`src/rtl/pp_rx_pkg.sv`:
```
package pp_rx_pkg;

  localparam int ADDR_W = 3;

  localparam logic [ADDR_W-1:0] ADDR_DATA = 3'd0;
  localparam logic [ADDR_W-1:0] ADDR_DIR  = 3'd1;
  localparam logic [ADDR_W-1:0] ADDR_CTRL = 3'd2;
  localparam logic [ADDR_W-1:0] ADDR_TIME = 3'd3;
  localparam logic [ADDR_W-1:0] ADDR_STAT = 3'd4;

  // control register bit positions
  localparam int CTRL_SELECT = 0;
  localparam int CTRL_PERROR = 1;
  localparam int CTRL_FAULTN = 2;
  localparam int CTRL_W      = 3;

  typedef enum logic [2:0] {
    ST_WAIT = 3'd0,
    ST_DLY  = 3'd1,
    ST_ACK  = 3'd2,
    ST_REL  = 3'd3,
    ST_HOLD = 3'd4
  } hsState_t;

  // strobes from control to datapath
  typedef struct packed {
    logic capture;
    logic forceIn;
  } dpStrobe_t;

endpackage

```
`src/rtl/pp_rx_sync.sv`:
```
module pp_rx_sync #(
  parameter int WIDTH = 3,
  parameter int STAGES = 2,
  parameter logic [WIDTH-1:0] RESET_VAL = '1
) (
  input  logic             clk,
  input  logic             rstN,
  input  logic [WIDTH-1:0] asyncIn,
  output logic [WIDTH-1:0] syncOut
);

  logic [STAGES-1:0][WIDTH-1:0] stage;

  always_ff @(posedge clk or negedge rstN) begin
    if (!rstN) begin
      for (int i = 0; i < STAGES; i++) stage[i] <= RESET_VAL;
    end else begin
      stage[0] <= asyncIn;
      for (int i = 1; i < STAGES; i++) stage[i] <= stage[i-1];
    end
  end

  assign syncOut = stage[STAGES-1];

endmodule

```
`src/rtl/pp_rx_ctrl.sv`:
```
module pp_rx_ctrl
  import pp_rx_pkg::*;
#(
  parameter int ACK_W = 8
) (
  input  logic             clk,
  input  logic             rstN,
  input  logic             modeEn,
  input  logic             strobeSync,
  input  logic             selSync,
  input  logic             dreq,
  input  logic [ACK_W-1:0] ackWidth,
  output dpStrobe_t        stb,
  output logic             busy,
  output logic             ackN,
  output logic             idle
);

  hsState_t         state;
  logic [ACK_W-1:0] ackCnt;
  logic             strbPrev;
  logic             modePrev;
  logic             strobeFall;
  logic             modeRise;
  logic [ACK_W-1:0] ackLoad;

  assign strobeFall = strbPrev & ~strobeSync;
  assign modeRise   = modeEn & ~modePrev;
  assign ackLoad    = (ackWidth == '0) ? ACK_W'(1) : ackWidth;

  always_comb begin
    stb.capture = modeEn & strobeFall & ~selSync & ~dreq & (state == ST_WAIT);
    stb.forceIn = modeEn & ~selSync;
  end

  always_ff @(posedge clk or negedge rstN) begin
    if (!rstN) begin
      strbPrev <= 1'b1;
      modePrev <= 1'b0;
    end else begin
      strbPrev <= strobeSync;
      modePrev <= modeEn;
    end
  end

  always_ff @(posedge clk or negedge rstN) begin
    if (!rstN) begin
      state  <= ST_WAIT;
      busy   <= 1'b0;
      ackN   <= 1'b1;
      idle   <= 1'b0;
      ackCnt <= '0;
    end else if (!modeEn) begin
      state <= ST_WAIT;
      busy  <= 1'b0;
      ackN  <= 1'b1;
      idle  <= 1'b0;
    end else if (modeRise && dreq) begin
      idle <= 1'b1;
    end else begin
      unique case (state)
        ST_WAIT: begin
          if (stb.capture) begin
            busy  <= 1'b1;
            state <= ST_DLY;
          end else if (idle && !dreq) begin
            idle <= 1'b0;
          end
        end
        ST_DLY: begin
          ackN   <= 1'b0;
          ackCnt <= ackLoad;
          state  <= ST_ACK;
        end
        ST_ACK: begin
          if (ackCnt <= ACK_W'(1)) begin
            ackN  <= 1'b1;
            state <= ST_REL;
          end else begin
            ackCnt <= ackCnt - ACK_W'(1);
          end
        end
        ST_REL: begin
          if (!dreq) begin
            busy  <= 1'b0;
            state <= ST_WAIT;
          end else begin
            idle  <= 1'b1;
            state <= ST_HOLD;
          end
        end
        ST_HOLD: begin
          if (!dreq) begin
            busy  <= 1'b0;
            idle  <= 1'b0;
            state <= ST_WAIT;
          end
        end
        default: state <= ST_WAIT;
      endcase
    end
  end

endmodule

```
`src/rtl/pp_rx_datapath.sv`:
```
module pp_rx_datapath
  import pp_rx_pkg::*;
#(
  parameter int DATA_W = 8,
  parameter int ACK_W = 8,
  parameter int ACK_RESET = 25
) (
  input  logic              clk,
  input  logic              rstN,
  input  dpStrobe_t         stb,
  input  logic [DATA_W-1:0] padDataIn,
  input  logic              regWr,
  input  logic              regRd,
  input  logic [ADDR_W-1:0] regAddr,
  input  logic [DATA_W-1:0] regWdata,
  input  logic              idle,
  input  logic              autoFdSync,
  output logic [DATA_W-1:0] regRdata,
  output logic [DATA_W-1:0] padDataOut,
  output logic [DATA_W-1:0] padDataOe,
  output logic              dreq,
  output logic [ACK_W-1:0]  ackWidth,
  output logic              select,
  output logic              pError,
  output logic              faultN
);

  localparam logic [CTRL_W-1:0] CTRL_RESET = CTRL_W'(1) << CTRL_FAULTN;

  logic [DATA_W-1:0] rxReg;
  logic [DATA_W-1:0] txReg;
  logic [DATA_W-1:0] dirReg;
  logic [CTRL_W-1:0] ctrlReg;
  logic [ACK_W-1:0]  timeReg;
  logic              dataRead;

  assign dataRead = regRd && (regAddr == ADDR_DATA);

  always_ff @(posedge clk or negedge rstN) begin
    if (!rstN) begin
      rxReg <= '0;
      dreq  <= 1'b0;
    end else if (stb.capture) begin
      rxReg <= padDataIn;
      dreq  <= 1'b1;
    end else if (dataRead) begin
      dreq <= 1'b0;
    end
  end

  always_ff @(posedge clk or negedge rstN) begin
    if (!rstN) begin
      txReg   <= '0;
      dirReg  <= '0;
      ctrlReg <= CTRL_RESET;
      timeReg <= ACK_W'(ACK_RESET);
    end else if (regWr) begin
      unique case (regAddr)
        ADDR_DATA: txReg   <= regWdata;
        ADDR_DIR:  dirReg  <= regWdata;
        ADDR_CTRL: ctrlReg <= regWdata[CTRL_W-1:0];
        ADDR_TIME: timeReg <= regWdata[ACK_W-1:0];
        default: ;
      endcase
    end
  end

  always_comb begin
    unique case (regAddr)
      ADDR_DATA: regRdata = rxReg;
      ADDR_DIR:  regRdata = dirReg;
      ADDR_CTRL: regRdata = DATA_W'(ctrlReg);
      ADDR_TIME: regRdata = DATA_W'(timeReg);
      ADDR_STAT: regRdata = DATA_W'({dreq, idle, autoFdSync});
      default:   regRdata = '0;
    endcase
  end

  for (genvar b = 0; b < DATA_W; b++) begin : gPinDir
    assign padDataOe[b] = dirReg[b] & ~stb.forceIn;
  end

  assign padDataOut = txReg;
  assign ackWidth   = timeReg;
  assign select     = ctrlReg[CTRL_SELECT];
  assign pError     = ctrlReg[CTRL_PERROR];
  assign faultN     = ctrlReg[CTRL_FAULTN];

endmodule

```
`src/rtl/pp_rx_periph.sv`:
```
module pp_rx_periph
  import pp_rx_pkg::*;
#(
  parameter int DATA_W = 8,
  parameter int ACK_W = 8,
  parameter int ACK_RESET = 25,
  parameter int SYNC_STAGES = 2
) (
  input  logic              clk,
  input  logic              rstN,
  input  logic              modeEn,
  input  logic              strobeN,
  input  logic              selectInN,
  input  logic              autoFdN,
  input  logic [DATA_W-1:0] padDataIn,
  output logic [DATA_W-1:0] padDataOut,
  output logic [DATA_W-1:0] padDataOe,
  output logic              busy,
  output logic              ackN,
  output logic              select,
  output logic              pError,
  output logic              faultN,
  input  logic              regWr,
  input  logic              regRd,
  input  logic [ADDR_W-1:0] regAddr,
  input  logic [DATA_W-1:0] regWdata,
  output logic [DATA_W-1:0] regRdata,
  output logic              dreq,
  output logic              idle
);

  localparam int SYNC_W = 3;

  logic [SYNC_W-1:0] syncVec;
  logic [ACK_W-1:0]  ackWidth;
  dpStrobe_t         stb;

  pp_rx_sync #(.WIDTH(SYNC_W), .STAGES(SYNC_STAGES), .RESET_VAL('1)) u_sync (
    .clk(clk), .rstN(rstN),
    .asyncIn({autoFdN, selectInN, strobeN}),
    .syncOut(syncVec)
  );

  pp_rx_ctrl #(.ACK_W(ACK_W)) u_ctrl (
    .clk(clk), .rstN(rstN), .modeEn(modeEn),
    .strobeSync(syncVec[0]), .selSync(syncVec[1]),
    .dreq(dreq), .ackWidth(ackWidth), .stb(stb),
    .busy(busy), .ackN(ackN), .idle(idle)
  );

  pp_rx_datapath #(.DATA_W(DATA_W), .ACK_W(ACK_W), .ACK_RESET(ACK_RESET)) u_dp (
    .clk(clk), .rstN(rstN), .stb(stb), .padDataIn(padDataIn),
    .regWr(regWr), .regRd(regRd), .regAddr(regAddr), .regWdata(regWdata),
    .idle(idle), .autoFdSync(syncVec[2]), .regRdata(regRdata),
    .padDataOut(padDataOut), .padDataOe(padDataOe), .dreq(dreq),
    .ackWidth(ackWidth), .select(select), .pError(pError), .faultN(faultN)
  );

endmodule

```
`config.mk`:
```
export PLATFORM = sky130hd
export DESIGN_NAME = pp_rx_periph
export DESIGN_NICKNAME = d
export VERILOG_FILES = /design/src/rtl/pp_rx_pkg.sv /design/src/rtl/pp_rx_sync.sv /design/src/rtl/pp_rx_ctrl.sv /design/src/rtl/pp_rx_datapath.sv /design/src/rtl/pp_rx_periph.sv
export SDC_FILE = /design/constraint.sdc
export NUM_CORES = 1
export LEC_CHECK = 0
export BUFFER_PORTS_ARGS = -buffer_cell sky130_fd_sc_hd__clkbuf_2
export CORE_ASPECT_RATIO = 0.9
export CORE_UTILIZATION = 55
export CTS_BUF_LIST = sky130_fd_sc_hd__clkbuf_8 sky130_fd_sc_hd__clkbuf_16
export DETAILED_ROUTE_END_ITERATION = 10
export PLACE_DENSITY_LB_ADDON = 0.3
export SYNTH_ARGS = -nofsm -noshare
export SYNTH_HDL_FRONTEND = slang
export SYNTH_SLANG_ARGS = --single-unit
```
`constraint.sdc`:
```
create_clock -name clk -period 2.35 [get_ports clk]
set_input_delay 0.3525 -clock clk [delete_from_list [all_inputs] [get_ports clk]]
set_output_delay 0.3525 -clock clk [all_outputs]
set_load 0.005 [all_outputs]
```
# --- Word level (Yosys, flattened, before mapping) ---
# Index checks and enable logic that the tools add are counted.
totals:
  ff_bits: 58
  in_bits: 27
  elab_cells: 106
classes:
  add_sub_neg: 1
  n_lt_le_gt_ge: 1
  eq_ne: 21
  muxes: 28
  bitwise_logic: 21
  n_reduce_logical: 19
op_table:
  columns: ["op", "n"]
  rows:
  - ["$pmux 8 s5", 1]
  - ["$mux 3", 6]
  - ["$mux 8", 2]
  - ["$pmux 8 s2", 1]
  - ["$and 1x1->1", 15]
  - ["$pmux 3 s5", 1]
  - ["$mux 1", 14]
  - ["$eq 3x2->1 const B", 4]
  - ["$ne 4x4->1 const B", 3]
  - ["$reduce_and 4->1", 3]
  - ["$ne 3x3->1 const B", 3]
  - ["$le 8x1->1 const B", 1]
  - ["$logic_not 8->1", 1]
  - ["$reduce_and 2->1", 4]
  - ["$sub 8x1->8 const B", 1]
  - ["$eq 3x1->1 const B", 2]
  - ["$eq 3x3->1 const B", 2]
  - ["$logic_not 3->1", 2]
  - ["$ne 3x2->1 const B", 2]
  - ["$not 1->1", 6]
  - ["$ne 5x1->1 const B", 1]
  - ["$reduce_and 5->1", 1]
  - ["$ne 2x2->1 const B", 2]
  - ["$ne 4x2->1 const B", 1]
  - ["other kinds (8)", 12]

# --- Longest topological paths before layout ---
depth:
  ltp_word: 10
  ltp_mapped: 7

# --- Modules after synthesis ---
# A second synthesis with hierarchy kept.
hier_totals:
  cells_unflattened: 264
  area_unflattened_um2: 3011.6
by_module_without_submodules:
  columns: ["mod", "instances", "cells_each", "area_each_um2", "seq_area_each_um2"]
  rows:
  - ["pp_rx_datapath", 1, 131, 1749.2, 905.9]
  - ["pp_rx_ctrl", 1, 124, 1082.3, 402.9]
  - ["pp_rx_sync", 1, 9, 180.2, 157.7]

# --- Least setup slack after synthesis ---
# Ideal clock, no wire load.
synth_timing:
  path_type: "register -> register"
  start: "register u_ctrl.ackCnt[4]"
  end: "register u_ctrl.ackCnt[1]"
  arrival_time_ps: 1815
  t_required_ps: 2225
  slack_ps: 410
  path_stages_with_launch: 5
  path_buffers: 0
  synth_period_minus_slack_ps: 1940
  cell_sequence: "dfrtp_1 -> or4_4 -> nor4_4 -> a21o_4 -> mux2_4"
synth_via:
  elab_chain_len: 3
synth_lines:
  columns: ["element", "line_no", "text"]
  rows:
  - ["from (decl)", "pp_rx_ctrl.sv:20", "logic [ACK_W-1:0] ackCnt;"]
  - ["from (signal assigned)", "pp_rx_ctrl.sv:72", "ackCnt <= ackLoad;"]
  - ["from (signal assigned)", "pp_rx_ctrl.sv:80", "ackCnt <= ackCnt - ACK_W'(1);"]
  - ["$le 8x1->1", "pp_rx_ctrl.sv:76", "if (ackCnt <= ACK_W'(1)) begin"]
  - ["$ne 2x2->1 (no line)", null, null]
  - ["$reduce_and 4->1 (no line)", null, null]
# Every way passes these cells.
# A chain may end at the register's enable or synchronous reset.

# --- Worst setup path after layout ---
layout_timing:
  start: "register u_ctrl.state[0]"
  end: "register u_ctrl.ackCnt[0]"
layout_via:
  elab_chain_len: 3
layout_lines:
  columns: ["element", "line_no", "text"]
  rows:
  - ["from (decl)", "pp_rx_ctrl.sv:19", "hsState_t state;"]
  - ["from (signal assigned)", "pp_rx_ctrl.sv:48", "state <= ST_WAIT;"]
  - ["from (signal assigned)", "pp_rx_ctrl.sv:54", "state <= ST_WAIT;"]
  - ["from (signal assigned)", "pp_rx_ctrl.sv:65", "state <= ST_DLY;"]
  - ["$eq 3x2->1 or $eq 3x1->1 (tied branches)", "pp_rx_ctrl.sv:61", "unique case (state)"]
  - ["$ne 2x2->1 (no line) or $reduce_bool 2->1 (tied branches)", null, null]
  - ["$reduce_and 4->1 (no line)", null, null]
# Several ways; a longest one is shown, not always the timed one.

==> flow_metrics.py <==
metrics = {
    "synth": {
        "synth_area_um2": 2870,
        "synth.most_common_cell": "dfrtp_1",
        "synth.distinct_cells": 50,
        "synth_area_leader_cell": "dfrtp_1",
        "ys.flop_type": "dfrtp_1",
        "syn_nets": 276,
        "async_flop_share_pct": 100,
        "ys_seq_area_share_pct": 51.1,
        "ys_ff_latch": 58,
        "synth_common_cells": "dfrtp_1 (46), mux2_2 (40), nor2_1 (18)",
        "synth_edf_count": 0,
        "synthDominantCellAreaShare_pct": 40.1,
        "netlist_instances": 247,
        "yosys_warnings": 0,
        "syn_avg_cell_area_um2": 11.6,
        "synth.area.top_cells": "dfrtp_1 (40%), mux2_2 (16%), dfstp_2 (11%), o21ai_0 (2.4%), nor2_1 (2.4%)",
    },
    "sta": {
        "relSlewSlack_pct": 46.1,
        "max_freq_ghz": 0.510,
        "fin_skew_ps": 8.10,
        "holdWs_ps": 5.11,
        "finalCritPeriodShare_pct": 83.4,
        "setup_viol": 0,
        "rsz0062_at_grt": "false",
        "min_period_ps": 1960,
        "tightest_slew_ps": 808,
        "fin_setup_tns_ps": 0,
        "drv_slew": 0,
        "hold_violations": 0,
    },
    "setup_path": {
        "cp_slowest_cell": "dfrtp_1",
        "path_cells": "xor2_1 > o2111ai_1 > a21o_4 > a211o_2",
        "crit_fanout": 11,
        "critPathKind": "flip-flop to flip-flop",
        "crit_arrival_ps": 2190,
        "cp.required_ps": 2580,
        "cpPeakStageDelay_ps": 560,
        "end_kind": "flip-flop",
        "crit_path_start_kind": "flip-flop",
    },
    "floorplanning": {
        "std_cell_rows": 24,
        "ios": 58,
        "start_util_pct": 58.3,
        "core_um2": 4920,
        "die_area_um2": 5510,
        "die_w_um": 78.1,
        "die_h_um": 70.5,
    },
    "grt": {
        "grt_antenna_before_repair": 0,
        "first_global_vias": 2202,
        "overflow": 0,
        "grt_pass1_wl_mm": 10.7,
        "grt_start_max_net_pins": 38,
        "grt_usage_pct": 25.9,
    },
    "clock_network": {
        "cts.sinks": 58,
        "clk_latency_ps": 340,
        "ctsResizeCount": 0,
        "cts_tree": "yes",
        "postCtsSetupBuffers": 0,
        "cts_buffers": 9,
        "clockBufferDepth": 2,
        "htreeDepth": 3,
        "root_buffer": "clkbuf_8",
        "clkTransAtPathRegs_ps": 70,
        "hold_buffers": 0,
    },
    "pwr": {
        "p_leak_uw": 0.00157,
        "power_density_nw_per_um2": 1080,
        "ir_worst_vdd_mv": 0.672,
    },
    "layout": {
        "final_util_pct": 70.5,
        "drive_gt1_share_pct": 46.2,
        "num-nets-final": 338,
        "synthToLayoutAreaGrowth_pct": 21.0,
        "diodes": 0,
        "final_cells": 379,
        "fin_area_um2": 3470,
    },
    "run": {
        "maxCapViolations": 0,
    },
    "drt": {
        "viasPerCell": 5.91,
        "drtIter0Drc": 216,
        "vias": 2241,
        "drcViolationCount": 0,
        "dr.pass1.iters": 4,
        "detail_route.wl_per_cell_um": 16.9,
        "wl_mm": 6.40,
        "ant_nets": 0,
    },
    "placement": {
        "io_buffers": 57,
        "dp_hpwl_mm": 4.39,
        "place_area_um2": 3230,
        "dp_cells": 363,
        "place.gp.congestion": 0.907,
    },
    "min_path": {
        "worstHoldPathType": "input pin to asynchronous set/reset pin",
    },
    "run_status": {
        "status": "completed",
    },
}
kinds of logic (layout without fill, tap and decap cells):
logic type,count (synthesis),after routing,share of synthesized area (%)
DFF,58,58,51.1
adders and majority gates,2,2,0.872
and+or+nand+nor,67,67,13.3
AOI/OAI and AO/OA,52,52,12.2
xor gates and xnor gates,1,1,0.305
buffers and inverters,20,87,3.44
muxes,47,47,18.7
cell type report:
cell class,instances,area (um^2)
clock inverter,7,124
timing repair buffer,63,343
sequential,58,1470
tap,65,81.3
clock buffer,9,124
inverter,8,30.0
multi-input combinational,169,1310
fill,355,1450
state kept, by name, indices dropped and copies added (netlist names):
register	count
u_dp.rxReg	8
u_ctrl.ackN	1
u_dp.dreq	1
u_ctrl.ackCnt	8
u_dp.ackWidth	8
u_ctrl.state	3
u_ctrl.modePrev	1
u_dp.ctrlReg	3
u_ctrl.idle	1
u_dp.dirReg	8
u_dp.padDataOut	8
u_ctrl.strbPrev	1
u_sync.stage	3
u_sync.syncOut	3
u_ctrl.busy	1
routing by layer:
metal | track usage (%) | wire (um)
met1 | 35.9 | 2920
met2 | 38.0 | 3050
met3 | 8.13 | 281
met4 | 10.7 | 144
met5 | 0 | 0
per-stage QoR:
stage / power (uW) / setup slack [ps]
after floorplan: 2250 / 410
after global routing: 3980 / 282
after global placement: 2570 / 476
after CTS: 3780 / 401
final: 3770 / 389
after detailed placement: 2610 / 416
cells in the final DEF (no fill, tap or decap), types with 4 or more instances in the layout:
| cell | synthesis | layout |
|---|---|---|
| inv_1 | 8 | 8 |
| nand2_1 | 7 | 7 |
| mux2i_1 | 5 | 5 |
| nand2b_1 | 4 | 4 |
| nor3_1 | 9 | 9 |
| clkbuf_8 | 0 | 9 |
| mux2_2 | 40 | 40 |
| and2_1 | 8 | 8 |
| buf_4 | 2 | 5 |
| nor4_1 | 4 | 4 |
| a22oi_1 | 7 | 7 |
| o21ai_0 | 14 | 14 |
| a21oi_1 | 9 | 9 |
| clkbuf_2 | 0 | 57 |
| dfrtp_1 | 46 | 46 |
| nor2_1 | 18 | 18 |
| dfstp_2 | 12 | 12 |
report_power, final:
| group | switching [uW] | internal, uW | total, uW | leakage [uW] |
|---|---|---|---|---|
| Clock | 440 | 713 | 1150 | 0.000120 |
| Sequential | 250 | 1290 | 1540 | 0.000695 |
| Combinational | 527 | 549 | 1080 | 0.000757 |
| Total | 1220 | 2550 | 3770 | 0.00157 |
worst max-delay path: cells and delay by family, from the launching register on:
kind	cells	cell delay (ps)
xor+xnor	1	180
compound gates	3	1120
flops	1	560
final timing paths:
kind                                      start                 to  slack (ps)  depth (start not counted)
worst max register to register  u_ctrl.state[0]   u_ctrl.ackCnt[0]         390                          4
max in group asynchronous                  rstN  u_sync.syncOut[2]        1670                          2
worst min-delay path                       rstN   u_ctrl.ackCnt[2]           5                          1
min in group clk                        autoFdN    u_sync.stage[2]          90                          1
worst max-delay path            u_ctrl.state[0]   u_ctrl.ackCnt[0]         390                          4
worst min register to register  u_sync.stage[0]  u_sync.syncOut[0]         350                          0
Note: power is estimated with default switching activity, not from simulation.
